File: src/rtl/sdac_pkg.sv
package sdac_pkg;
  typedef enum logic [1:0] {
    MODE_UNDEC = 2'd0,
    MODE_SHIFT = 2'd1,
    MODE_FRAME = 2'd2
  } mode_e;

  typedef enum logic [1:0] {
    RX_IDLE  = 2'd0,
    RX_START = 2'd1,
    RX_DATA  = 2'd2,
    RX_STOP  = 2'd3
  } rx_state_e;
endpackage

File: src/rtl/sdac_sync_edge.sv
module sdac_sync_edge #(
  parameter int unsigned WIDTH = 3,
  parameter int unsigned STAGES = 2,
  parameter logic [WIDTH-1:0] RST_VAL = '0
) (
  input  logic             clk_i,
  input  logic             rst_ni,
  input  logic [WIDTH-1:0] async_i,
  output logic [WIDTH-1:0] lvl_o,
  output logic [WIDTH-1:0] rise_o,
  output logic [WIDTH-1:0] fall_o
);
  logic [STAGES-1:0][WIDTH-1:0] stage_q;
  logic [WIDTH-1:0]             prev_q;

  always_ff @(posedge clk_i or negedge rst_ni) begin
    if (!rst_ni) begin
      stage_q <= {STAGES{RST_VAL}};
      prev_q  <= RST_VAL;
    end else begin
      stage_q <= {stage_q[STAGES-2:0], async_i};
      prev_q  <= stage_q[STAGES-1];
    end
  end

  assign lvl_o  = stage_q[STAGES-1];
  assign rise_o = stage_q[STAGES-1] & ~prev_q;
  assign fall_o = ~stage_q[STAGES-1] & prev_q;
endmodule

File: src/rtl/sdac_mode_sel.sv
module sdac_mode_sel
  import sdac_pkg::*;
#(
  parameter int unsigned FRAME_TICKS = 288
) (
  input  logic  clk_i,
  input  logic  rst_ni,
  input  logic  tick_i,
  input  logic  latch_lvl_i,
  output mode_e mode_o
);
  localparam int unsigned CNT_W = $clog2(FRAME_TICKS + 1);

  mode_e            mode_q;
  logic [CNT_W-1:0] cnt_q;

  always_ff @(posedge clk_i or negedge rst_ni) begin
    if (!rst_ni) begin
      mode_q <= MODE_UNDEC;
      cnt_q  <= '0;
    end else if (mode_q == MODE_UNDEC) begin
      if (!latch_lvl_i) begin
        mode_q <= MODE_SHIFT;
      end else if (tick_i) begin
        if (cnt_q == CNT_W'(FRAME_TICKS - 1)) mode_q <= MODE_FRAME;
        else cnt_q <= cnt_q + 1'b1;
      end
    end
  end

  assign mode_o = mode_q;


  mode_sticky_chk: assert property (@(posedge clk_i) disable iff (!rst_ni)
    (mode_q != MODE_UNDEC) |=> $stable(mode_q));
endmodule

File: src/rtl/sdac_shift_port.sv
module sdac_shift_port #(
  parameter int unsigned DW = 16
) (
  input  logic          clk_i,
  input  logic          rst_ni,
  input  logic          en_i,
  input  logic          clk_rise_i,
  input  logic          clk_fall_i,
  input  logic          data_i,
  input  logic          latch_rise_i,
  output logic [DW-1:0] word_o,
  output logic          take_o,
  output logic          dout_o
);
  logic [DW-1:0] sr_q;
  logic          dout_q;

  always_ff @(posedge clk_i or negedge rst_ni) begin
    if (!rst_ni) begin
      sr_q   <= '0;
      dout_q <= 1'b0;
    end else if (en_i) begin
      if (clk_rise_i) sr_q <= {sr_q[DW-2:0], data_i};
      // next device samples on its rising edge, so change on the fall
      if (clk_fall_i) dout_q <= sr_q[DW-1];
    end
  end

  assign word_o = sr_q;
  assign take_o = en_i & latch_rise_i;
  assign dout_o = dout_q;


  dout_on_fall_chk: assert property (@(posedge clk_i) disable iff (!rst_ni)
    !clk_fall_i |=> $stable(dout_q));
endmodule

File: src/rtl/sdac_frame_rx.sv
module sdac_frame_rx
  import sdac_pkg::*;
#(
  parameter int unsigned DW = 16,
  parameter int unsigned OVS = 16
) (
  input  logic          clk_i,
  input  logic          rst_ni,
  input  logic          en_i,
  input  logic          tick_i,
  input  logic          line_i,
  output logic [DW-1:0] word_o,
  output logic          take_o
);
  // OVS must be a power of two: the tick counter wraps per bit
  localparam int unsigned CW  = $clog2(OVS);
  localparam int unsigned BW  = $clog2(DW);
  localparam int unsigned MID = OVS / 2;

  rx_state_e     state_q;
  logic [CW-1:0] cnt_q;
  logic [BW-1:0] bit_q;
  logic [DW-1:0] sr_q;
  logic          sample;

  assign sample = tick_i && (state_q != RX_IDLE) && (cnt_q == CW'(MID));

  always_ff @(posedge clk_i or negedge rst_ni) begin
    if (!rst_ni) begin
      state_q <= RX_IDLE;
      cnt_q   <= '0;
      bit_q   <= '0;
      sr_q    <= '0;
    end else if (!en_i) begin
      state_q <= RX_IDLE;
    end else if (tick_i) begin
      if (state_q == RX_IDLE) begin
        if (!line_i) begin
          state_q <= RX_START;
          cnt_q   <= CW'(1);
        end
      end else begin
        cnt_q <= cnt_q + 1'b1;
        if (sample) begin
          unique case (state_q)
            RX_START: begin
              if (line_i) state_q <= RX_IDLE;
              else begin
                state_q <= RX_DATA;
                bit_q   <= '0;
              end
            end
            RX_DATA: begin
              sr_q <= {sr_q[DW-2:0], line_i};
              if (bit_q == BW'(DW - 1)) state_q <= RX_STOP;
              else bit_q <= bit_q + 1'b1;
            end
            default: state_q <= RX_IDLE;
          endcase
        end
      end
    end
  end

  assign word_o = sr_q;
  assign take_o = sample && (state_q == RX_STOP) && line_i;


  stop_to_idle_chk: assert property (@(posedge clk_i) disable iff (!rst_ni)
    (en_i && sample && state_q == RX_STOP) |=> (state_q == RX_IDLE));
endmodule

File: src/rtl/dual_serial_dac_if.sv
module dual_serial_dac_if
  import sdac_pkg::*;
#(
  parameter int unsigned DW = 16,
  parameter int unsigned OVS = 16,
  parameter int unsigned SYNC_STAGES = 2
) (
  input  logic          clk_i,
  input  logic          rst_ni,
  input  logic          ser_clk_i,
  input  logic          ser_data_i,
  input  logic          latch_i,
  output logic [DW-1:0] dac_code_o,
  output logic          load_o,
  output logic          data_out_o
);
  localparam int unsigned FRAME_TICKS = OVS * (DW + 2);
  // bit order {latch, data, clk}; latch and data idle high
  localparam logic [2:0] PIN_RST = 3'b110;

  logic [2:0]    pin_lvl, pin_rise, pin_fall;
  mode_e         mode;
  logic [DW-1:0] sh_word, rx_word;
  logic          sh_take, rx_take;
  logic [DW-1:0] dac_q;
  logic          load_q;

  sdac_sync_edge #(.WIDTH(3), .STAGES(SYNC_STAGES), .RST_VAL(PIN_RST)) u_sync (
    .clk_i  (clk_i),
    .rst_ni (rst_ni),
    .async_i({latch_i, ser_data_i, ser_clk_i}),
    .lvl_o  (pin_lvl),
    .rise_o (pin_rise),
    .fall_o (pin_fall)
  );

  sdac_mode_sel #(.FRAME_TICKS(FRAME_TICKS)) u_mode (
    .clk_i      (clk_i),
    .rst_ni     (rst_ni),
    .tick_i     (pin_rise[0]),
    .latch_lvl_i(pin_lvl[2]),
    .mode_o     (mode)
  );

  sdac_shift_port #(.DW(DW)) u_shift (
    .clk_i       (clk_i),
    .rst_ni      (rst_ni),
    .en_i        (mode == MODE_SHIFT),
    .clk_rise_i  (pin_rise[0]),
    .clk_fall_i  (pin_fall[0]),
    .data_i      (pin_lvl[1]),
    .latch_rise_i(pin_rise[2]),
    .word_o      (sh_word),
    .take_o      (sh_take),
    .dout_o      (data_out_o)
  );

  sdac_frame_rx #(.DW(DW), .OVS(OVS)) u_rx (
    .clk_i (clk_i),
    .rst_ni(rst_ni),
    .en_i  (mode == MODE_FRAME),
    .tick_i(pin_rise[0]),
    .line_i(pin_lvl[1]),
    .word_o(rx_word),
    .take_o(rx_take)
  );

  always_ff @(posedge clk_i or negedge rst_ni) begin
    if (!rst_ni) begin
      dac_q  <= '0;
      load_q <= 1'b0;
    end else begin
      load_q <= sh_take | rx_take;
      if (sh_take) dac_q <= sh_word;
      else if (rx_take) dac_q <= rx_word;
    end
  end

  assign dac_code_o = dac_q;
  assign load_o     = load_q;


  load_single_chk: assert property (@(posedge clk_i) disable iff (!rst_ni)
    load_q |=> !load_q);


  dac_hold_chk: assert property (@(posedge clk_i) disable iff (!rst_ni)
    !load_q |-> $stable(dac_q));


  load_needs_mode_chk: assert property (@(posedge clk_i) disable iff (!rst_ni)
    load_q |-> ($past(mode) != MODE_UNDEC));
endmodule

File: config.mk
export PLATFORM = sky130hd
export DESIGN_NAME = dual_serial_dac_if
export DESIGN_NICKNAME = d
export VERILOG_FILES = /design/src/rtl/sdac_pkg.sv /design/src/rtl/sdac_sync_edge.sv /design/src/rtl/sdac_mode_sel.sv /design/src/rtl/sdac_shift_port.sv /design/src/rtl/sdac_frame_rx.sv /design/src/rtl/dual_serial_dac_if.sv
export SDC_FILE = /design/constraint.sdc
export NUM_CORES = 1
export LEC_CHECK = 0
export BUFFER_PORTS_ARGS = -buffer_cell sky130_fd_sc_hd__buf_2
export CAP_MARGIN = 25
export CORE_UTILIZATION = 40
export DETAILED_ROUTE_END_ITERATION = 8
export PLACE_DENSITY = 0.67
export SYNTH_ARGS = -nofsm -noshare
export SYNTH_HDL_FRONTEND = slang
export SYNTH_SLANG_ARGS = --single-unit
File: constraint.sdc
create_clock -name clk_i -period 1.8 [get_ports clk_i]
set_input_delay 0.36 -clock clk_i [delete_from_list [all_inputs] [get_ports clk_i]]
set_output_delay 0.36 -clock clk_i [all_outputs]
set_load 0.01 [all_outputs]
; ---- Yosys cells after proc, flatten, opt, wreduce, memory -nomap -nowiden
; Cells that the tools add are included.
[op_classes]
n_addsub = 3
mux = 18
bitwise = 8
reduce_logical = 17
eq_ne = 17
[ops]
columns = cell, count
row1 = 16-bit two-way mux, 2
row2 = 2-bit two-way mux, 10
row3 = 4-bit two-way mux, 4
row4 = "2-bit != test, second input constant", 5
row5 = "9-bit by 1-bit adder with 9-bit output, second input constant", 1
row6 = "9-bit == test, second input constant", 1
row7 = "4-bit by 1-bit adder with 4-bit output, second input constant", 2
row8 = "4-bit == test, second input constant", 2
row9 = 4-bit one-hot mux with 2 select lines, 1
row10 = 4-bit AND reduction, 2
row11 = 7-bit AND reduction, 1
row12 = "2-bit == test, second input constant", 3
row13 = "3-bit != test, second input constant", 2
row14 = 3-bit AND reduction, 2
row15 = 2-bit nonzero test, 3
row16 = 5-bit AND reduction, 1
row17 = "2-bit by 1-bit == test with 1-bit output, second input constant", 2
row18 = 1-bit logical AND, 4
row19 = 2-bit zero test, 2
row20 = "4-bit != test, second input constant", 1
row21 = 2-bit one-hot mux with 2 select lines, 1
row22 = 2-bit AND reduction, 2
row23 = 3-bit AND, 1
row24 = 1-bit NOT, 3
row25 = 4 further kinds, 5
[word_totals]
reg_bits = 80
word_cells = 76
inputBits = 5
output_inout_bits = 18

; ---- Depth between registers and ports, before layout
; Gate-level depths: netlist of the first run.
[depth]
ltp_word = 8
depth_mapped = 8

; ---- Cells and area by module
; A second synthesis of the first run with hierarchy kept.
[unflattened]
hier_cells = 279
hier_area_um2 = 3621.0
[modules_own_cells]
columns = module, area_per_inst_um2, n_inst, cells_each
row1 = sdac_frame_rx, 1303.8, 1, 107
row2 = dual_serial_dac_if, 789.5, 1, 73
row3 = sdac_shift_port, 696.9, 1, 38
row4 = sdac_mode_sel, 523.0, 1, 43
row5 = sdac_sync_edge, 307.8, 1, 18

; ---- Worst setup path before layout of the first run
; Ideal clock, no wire load.
[synth_path]
path_type = register to register
start = register u_rx.state_q[0]
end = register u_rx.sr_q[15], in the netlist u_rx.word_o[15]
t_required_ns = 1.672
path_stages_with_launch = 8
path_slack_ns = -0.083
period_less_slack_ns = 1.883
n_path_buf = 1
arrival_time_ns = 1.755
setup_ns = 0.128
cell_sequence = dfrtp_1 inv_1 ha_1 nand4bb_1 nor2_2 nand2_2 buf_2 mux2_1
[synth_via]
elab_chain_cells = 4
[synth_lines]
columns = item, line_no
row1 = "start, declared", sdac_frame_rx.sv:20  ; rx_state_e state_q;
row2 = "start signal, assigned", sdac_frame_rx.sv:30  ; state_q <= RX_IDLE;
row3 = "start signal, assigned", sdac_frame_rx.sv:35  ; state_q <= RX_IDLE;
row4 = "start signal, assigned", sdac_frame_rx.sv:39  ; state_q <= RX_START;
row5 = 2-bit nonzero test, sdac_frame_rx.sv:26  ; assign sample = tick_i && (state_q != RX_IDLE) && (cnt_q == CW'(MID));
row6 = 1-bit logical AND (2 in a row), sdac_frame_rx.sv:26
row7 = 5-bit AND reduction (no source line) (*), -
row8 = "end signal, assigned", sdac_frame_rx.sv:54  ; sr_q <= {sr_q[DW-2:0], line_i};
row9 = "end, declared", sdac_frame_rx.sv:23  ; logic [DW-1:0] sr_q;
; Mark *: on every way between the ends. The rest lies on a longest branch, timed or not.
; A chain may end at the register's enable or synchronous reset.

; ---- Final worst setup path of the first run
[layout_path]
start = register u_rx.state_q[1]
end = register u_rx.state_q[1]
[layout_via]
elab_chain_cells = 6
[layout_lines]
columns = item, line_no
row1 = 2-bit == test or 2-bit by 1-bit == test with 1-bit output (tied branches), sdac_frame_rx.sv:45  ; unique case (state_q)
row2 = 2-bit one-hot mux with 2 select lines, sdac_frame_rx.sv:45
row3 = 2-bit two-way mux, sdac_frame_rx.sv:44  ; if (sample) begin
row4 = 2-bit two-way mux, sdac_frame_rx.sv:37  ; if (state_q == RX_IDLE) begin
row5 = 2-bit two-way mux, sdac_frame_rx.sv:36  ; end else if (tick_i) begin
row6 = 2-bit two-way mux, sdac_frame_rx.sv:34  ; end else if (!en_i) begin
; Several ways; a longest one is shown, not always the timed one. The select of a mux whose other input is x is not followed.

==> results of run 1 <==
-- sequential cells by signal, indices dropped and copies added, names as in the netlist --
name,flops
dac_code_o,16
load_o,1
u_mode.cnt_q,9
u_mode.mode_o,2
u_rx.bit_q,4
u_rx.cnt_q,4
u_rx.state_q,2
u_rx.word_o,16
u_shift.dout_o,1
u_shift.word_o,16
u_sync.lvl_o,3
u_sync.prev_q,2
u_sync.stage_q,3
-- timing repair --
item | 4_1_cts | 5_1_grt
setup buffers | 0 | 2
resized for setup | 0 | 6
endpoints found under the setup margin | 0 | 34
endpoints found under the hold margin | 22 | 0
hold buffers | 1 | 0
-- layer usage --
layer  GRT usage, %  wire [µm]  vias to the layer above
met3           3.06        173                       11
met4           8.71        131                        0
li1               -          -                     1043
met2           21.9       2740                       32
met5              0          0                        -
met1           19.9       2820                     1097
-- worst paths after layout --
path                                   startpoint                 to  slack [ps]  cells past startpoint
max in group asynchronous                  rst_ni     u_rx.word_o[2]         740                      3
min in group asynchronous                  rst_ni  u_shift.word_o[5]         450                      2
worst min-delay path                   ser_data_i  u_sync.stage_q[1]         110                      1
worst max-delay path              u_rx.state_q[1]    u_rx.state_q[1]          50                      6
worst min register to register  u_sync.stage_q[0]    u_sync.lvl_o[0]         350                      0
worst max register to register    u_rx.state_q[1]    u_rx.state_q[1]          50                      6
-- power groups by stage --
stage / Sequential [W] / Combinational [W] / Clock [W]
after global routing: 0.00228 / 0.000625 / 0.00157
after detailed placement: 0.00227 / 0.000571 / 0
final: 0.00224 / 0.000558 / 0.00145
after CTS: 0.00224 / 0.000573 / 0.00149
after floorplan: 0.00229 / 0.000280 / 0
after global placement: 0.00227 / 0.000553 / 0
-- kinds of logic (layout without fill, tap and decap cells) --
family,count (synthesis),in the layout,share of synthesized area (%)
compound gates,32,32,5.24
xor+xnor,6,6,1.52
fa+ha+maj,8,8,2.89
buf+inv,17,64,2.82
flops,79,79,57.3
mux,56,56,17.7
simple gates,75,75,12.5
-- stage by stage --
stage,cells,power (W),utilization [%]
finish,425,0.00425,49.3
global route,425,0.00447,49.3
CTS,423,0.00431,48.8
detailed placement,406,0.00284,46.0
global placement,406,0.00282,46.0
floorplan,273,0.00257,-
-- layout make-up --
class	count	area, µm²	share of cell area, %
Tap cell	105	131	3.21
Multi-Input combinational cell	177	1430	34.9
Clock buffer	11	141	3.45
Inverter	7	26.3	0.642
Sequential cell	79	1980	48.4
Clock inverter	5	81.3	1.99
Timing Repair Buffer	41	303	7.39
-- placed cells by master, fill, tap and decap left out, types with 2 or more instances in the layout --
cell type,n
buf_6,2
nor2_1,8
o21ai_1,4
buf_2,21
mux2_2,36
bufinv_16,2
a211o_1,2
xor2_1,4
a21o_1,2
nand4_1,2
nor3_1,4
dfrtp_1,74
nor3_4,2
nor3b_2,2
clkbuf_8,10
o21ai_0,19
nor4_2,3
inv_1,7
nand2b_1,4
nand2_1,25
nand3_1,6
ha_1,7
dfstp_2,5
buf_4,14
mux2i_1,18
nor3b_1,2
xnor2_1,2
a21oi_1,2
nor2b_1,3
buf_12,3
-- cells in the mapped netlist, types with 3 or more instances --
cell type	instances	area, µm²
nand2_1	25	93.8
nor4_2	3	37.5
buf_2	3	15.0
inv_1	7	26.3
nor2b_1	3	18.8
dfstp_2	5	131
nor3_1	5	25.0
mux2i_1	18	180
nand3_1	6	30.0
xor2_1	4	35.0
mux2_2	36	405
nor2_1	8	30.0
ha_1	8	100
o21ai_0	19	95.1
dfrtp_1	74	1850
nand2b_1	4	25.0
clkbuf_1	3	11.3
nor3b_1	4	30.0
o21ai_1	4	20.0
-- worst register-to-register path, stage by stage, from the launching register on --
cell and delay [ps]:
dfrtp_1 390, inv_1 70, ha_2 170, nand4bb_4 250
a211oi_2 280, mux2_2 370, nor3b_2 140
==> out/metrics.yaml, run 1 <==
status: "finished clean"
num_rows: 33
io_pins: 23
gp_congestion: 0.803
antenna_found_initial: 0
setup_viol: 0
yosysWarnings: 0
nFillCells: 721
slew_viol_final: 0
initial_core_util_pct: 41.7
maxCapViolations: 0
wirelength_um: 5860
period_share_pct: 97.0
power.leakage_nw: 1.91
ys_seq_elements: 79
grt_pass1_wl_um: 10100
die_w_um: 95
post_drt_wl_per_cell_um: 13.8
tns_ps: 0
place_area_um2: 3820
overflow: 0
end_kind: "register"
dieArea_um2: 9030
finClkSkew_ps: 8.39
dpl_worst_slack_ps: 47.7
holdWs_ps: 108
worstHoldPathType: "in -> reg"
viasPerCell: 5.14
h-tree-depth: 3
p_switching_w: 0.00107
max_stage_delay_ps: 390
clockBufferDepth: 2
first_global_vias: 2154
cellInternalPower_w: 0.00318
avgSynthCellArea_um2: 12.7
p_sw_share_pct: 25.2
power.density_nw_per_um2: 1040
max_slew.worst_pin.slew_ps: 330
syn_to_final_growth_pct: 18.4
synth_nets: 286
clk_latency_ps: 350
crit_chain: "inv_1 > ha_2 > nand4bb_4 > a211oi_2 > mux2_2 > nor3b_2"
cpLargestDelayFamily: "flip-flops"
drive_gt1_share_pct: 35.0
hold_viol: 0
grt_use_total_pct: 14.8
worstPathArrival_ps: 2020
routed-via-count: 2183
antenna_cells: 0
startpoint_type: "register"
clock_power_share_pct: 34.2
seqPwrFrac_pct: 52.6
synth_edf_count: 0
grt_max_degree: 35
critPathMaxFanout: 4
fin_ws_ps: 54.0
dp_hpwl_um: 3990
clkTransAtPathRegs_ps: 70
critPathSlowestCell: "dfrtp_1"
synth_seq_area_share_pct: 57.3
numClockSinks: 79
netlist-cell-type-count: 45
pwr-share-comb_pct: 13.1
drt_iter0_drc: 135
fmax_mhz: 573
cts_tree: "done"
crit_buf_inv: 1
root_buffer: "clkbuf_8"
drc: 0
peakVddDrop_mv: 0.540
numCtsBuffers: 9
core_area_um2: 8300
critPathKind: "reg -> reg"
synthCells: 273
final_nets: 328
firstDrtPassIters: 5
async_flop_share_pct: 100
die_y_um: 95
numPortBuffers: 22
postRouteAntennaNets: 0
synth_area_um2: 3460
slew_headroom_pct: 78.0
critPathRequiredTime_ps: 2080
fin_area_um2: 4100
rsz0062_at_grt: "true"
synthFlopType: "dfrtp_1"
period_minus_slack_ps: 1750
Power figures use the tool's default switching activity.
==> run 2, diff against run 1 <==
- CORE_MARGIN: not set -> 2
==> run 2 against run 1 <==
Register-to-register slack is essentially flat; critical path type unchanged; critical endpoint unchanged; die area grew 4.3%; cell count shrank 0.94%; maximum frequency is essentially flat; cell area grew 0.27%; combinational power grew 2%; clock-buffer cell count shrank 1; worst hold slack gained 10 ps; setup slack is essentially flat.
==> out/metrics.yaml, run 2 (synthesis results as in run 1) <==
routed-via-count: 2109
rsz0062_at_grt: "true"
grt_max_degree: 34
critPathSlowestCell: "dfrtp_1"
root_buffer: "clkbuf_8"
grt_use_total_pct: 13.6
layout_common_cells: "dfrtp_1, mux2_2, nand2_1, buf_2"
initial_core_util_pct: 41.7
clockBufferDepth: 2
first_global_vias: 2213
setup_viol: 0
max_slew.worst_pin.slew_ps: 401
grt_pass1_wl_um: 10400
finClkSkew_ps: 12.9
cpLargestDelayFamily: "flip-flops"
num_rows: 33
drt_iter0_drc: 99
power.leakage_nw: 1.90
grt_most_used_layer: "met2"
syn_to_final_growth_pct: 18.7
power.density_nw_per_um2: 1000
clk_latency_ps: 350
firstDrtPassIters: 4
fin_area_um2: 4110
path_depth: 6
numClockSinks: 79
fmax_mhz: 573
overflow: 0
cts_tree: "done"
worstRegToRegCells: 6
clkTransAtPathRegs_ps: 80
gp_congestion: 0.779
grtUsageMet3_pct: 3.18
slew_headroom_pct: 73.2
holdWs_ps: 118
wirelength_um: 5950
period_share_pct: 97.0
worstPathArrival_ps: 2010
total_power_w: 0.00411
maxCapViolations: 0
die_y_um: 97
hold_depth: 1
antenna_cells: 0
drive_gt1_share_pct: 37.0
max_stage_delay_ps: 430
startpoint_type: "register"
critPathMaxFanout: 5
period_minus_slack_ps: 1750
end_kind: "register"
h-tree-depth: 3
critPathKind: "reg -> reg"
die_w_um: 97
mostFrequentLayoutCell: "dfrtp_1"
dieArea_um2: 9410
final_nets: 325
dp_hpwl_um: 4000
crit_chain: "inv_1 > ha_2 > nand4bb_4 > a211oi_4 > mux2_4 > nor3b_2"
grt_use_met2_pct: 20.8
crit_buf_inv: 1
post_drt_wl_per_cell_um: 14.1
place_area_um2: 3820
worstHoldPathType: "in -> reg"
drc: 0
numPortBuffers: 22
use_met1_pct: 18.7
io_pins: 23
status: "finished clean"
numCtsBuffers: 9
postRouteAntennaNets: 0
core_area_um2: 8300
antenna_found_initial: 0
nFillCells: 745
slew_viol_final: 0
peakVddDrop_mv: 0.413
viasPerCell: 5.01
hold_viol: 0
critPathRequiredTime_ps: 2070
==> run 2: worst paths after layout <==
| kind | start | end | slack, ps |
|---|---|---|---|
| worst max-delay path | u_rx.cnt_q[0] | u_rx.state_q[1] | 50 |
| worst min-delay path | ser_data_i | u_sync.stage_q[1] | 120 |
| worst max register to register | u_rx.cnt_q[0] | u_rx.state_q[1] | 50 |
| worst min register to register | u_sync.stage_q[0] | u_sync.lvl_o[0] | 350 |
| max in group asynchronous | rst_ni | dac_code_o[2] | 710 |
| min in group asynchronous | rst_ni | dac_code_o[1] | 490 |
==> run 2: area by class of cell <==
class / count / area, µm² / area share (%)
Sequential cell: 79 / 1980 / 48.3
Inverter: 7 / 26.3 / 0.640
Multi-Input combinational cell: 177 / 1480 / 36.0
Clock buffer: 10 / 138 / 3.35
Clock inverter: 5 / 57.6 / 1.40
Timing Repair Buffer: 38 / 293 / 7.13
Tap cell: 105 / 131 / 3.20
==> run 2: timing repair <==
item | 4_1_cts | 5_1_grt
endpoints found under the hold margin | 26 | 0
hold buffers | 1 | 0
endpoints found under the setup margin | 1 | 34
buffers inserted | 0 | 1
pin swaps | 0 | 4
gates resized for setup | 1 | 19
==> run 2: power by group <==
group / switching (W) / total [W] / internal [W]
registers: 0.000179 / 0.00224 / 0.00206
logic: 0.000268 / 0.000571 / 0.000302
clock network: 0.000625 / 0.00130 / 0.000673
==> run 2: metal layers <==
layer / part of all wire (%) / wire length (µm) / up-vias
met2: 45 / 2690 / 23
met4: 1.6 / 98 / 0
li1: - / - / 1035
met5: 0 / 0 / -
met3: 2.5 / 151 / 8
met1: 51 / 3010 / 1043
==> run 2: per-stage QoR <==
step	worst slack, ps	util (%)	std cells	TNS (ps)
after CTS	19.2	48.5	420	0
after floorplan	36.5	-	273	0
final	54.4	49.5	421	0
after global routing	-30.4	49.5	421	-138
after detailed placement	6.96	46.0	404	0
after global placement	97.1	46.0	404	0
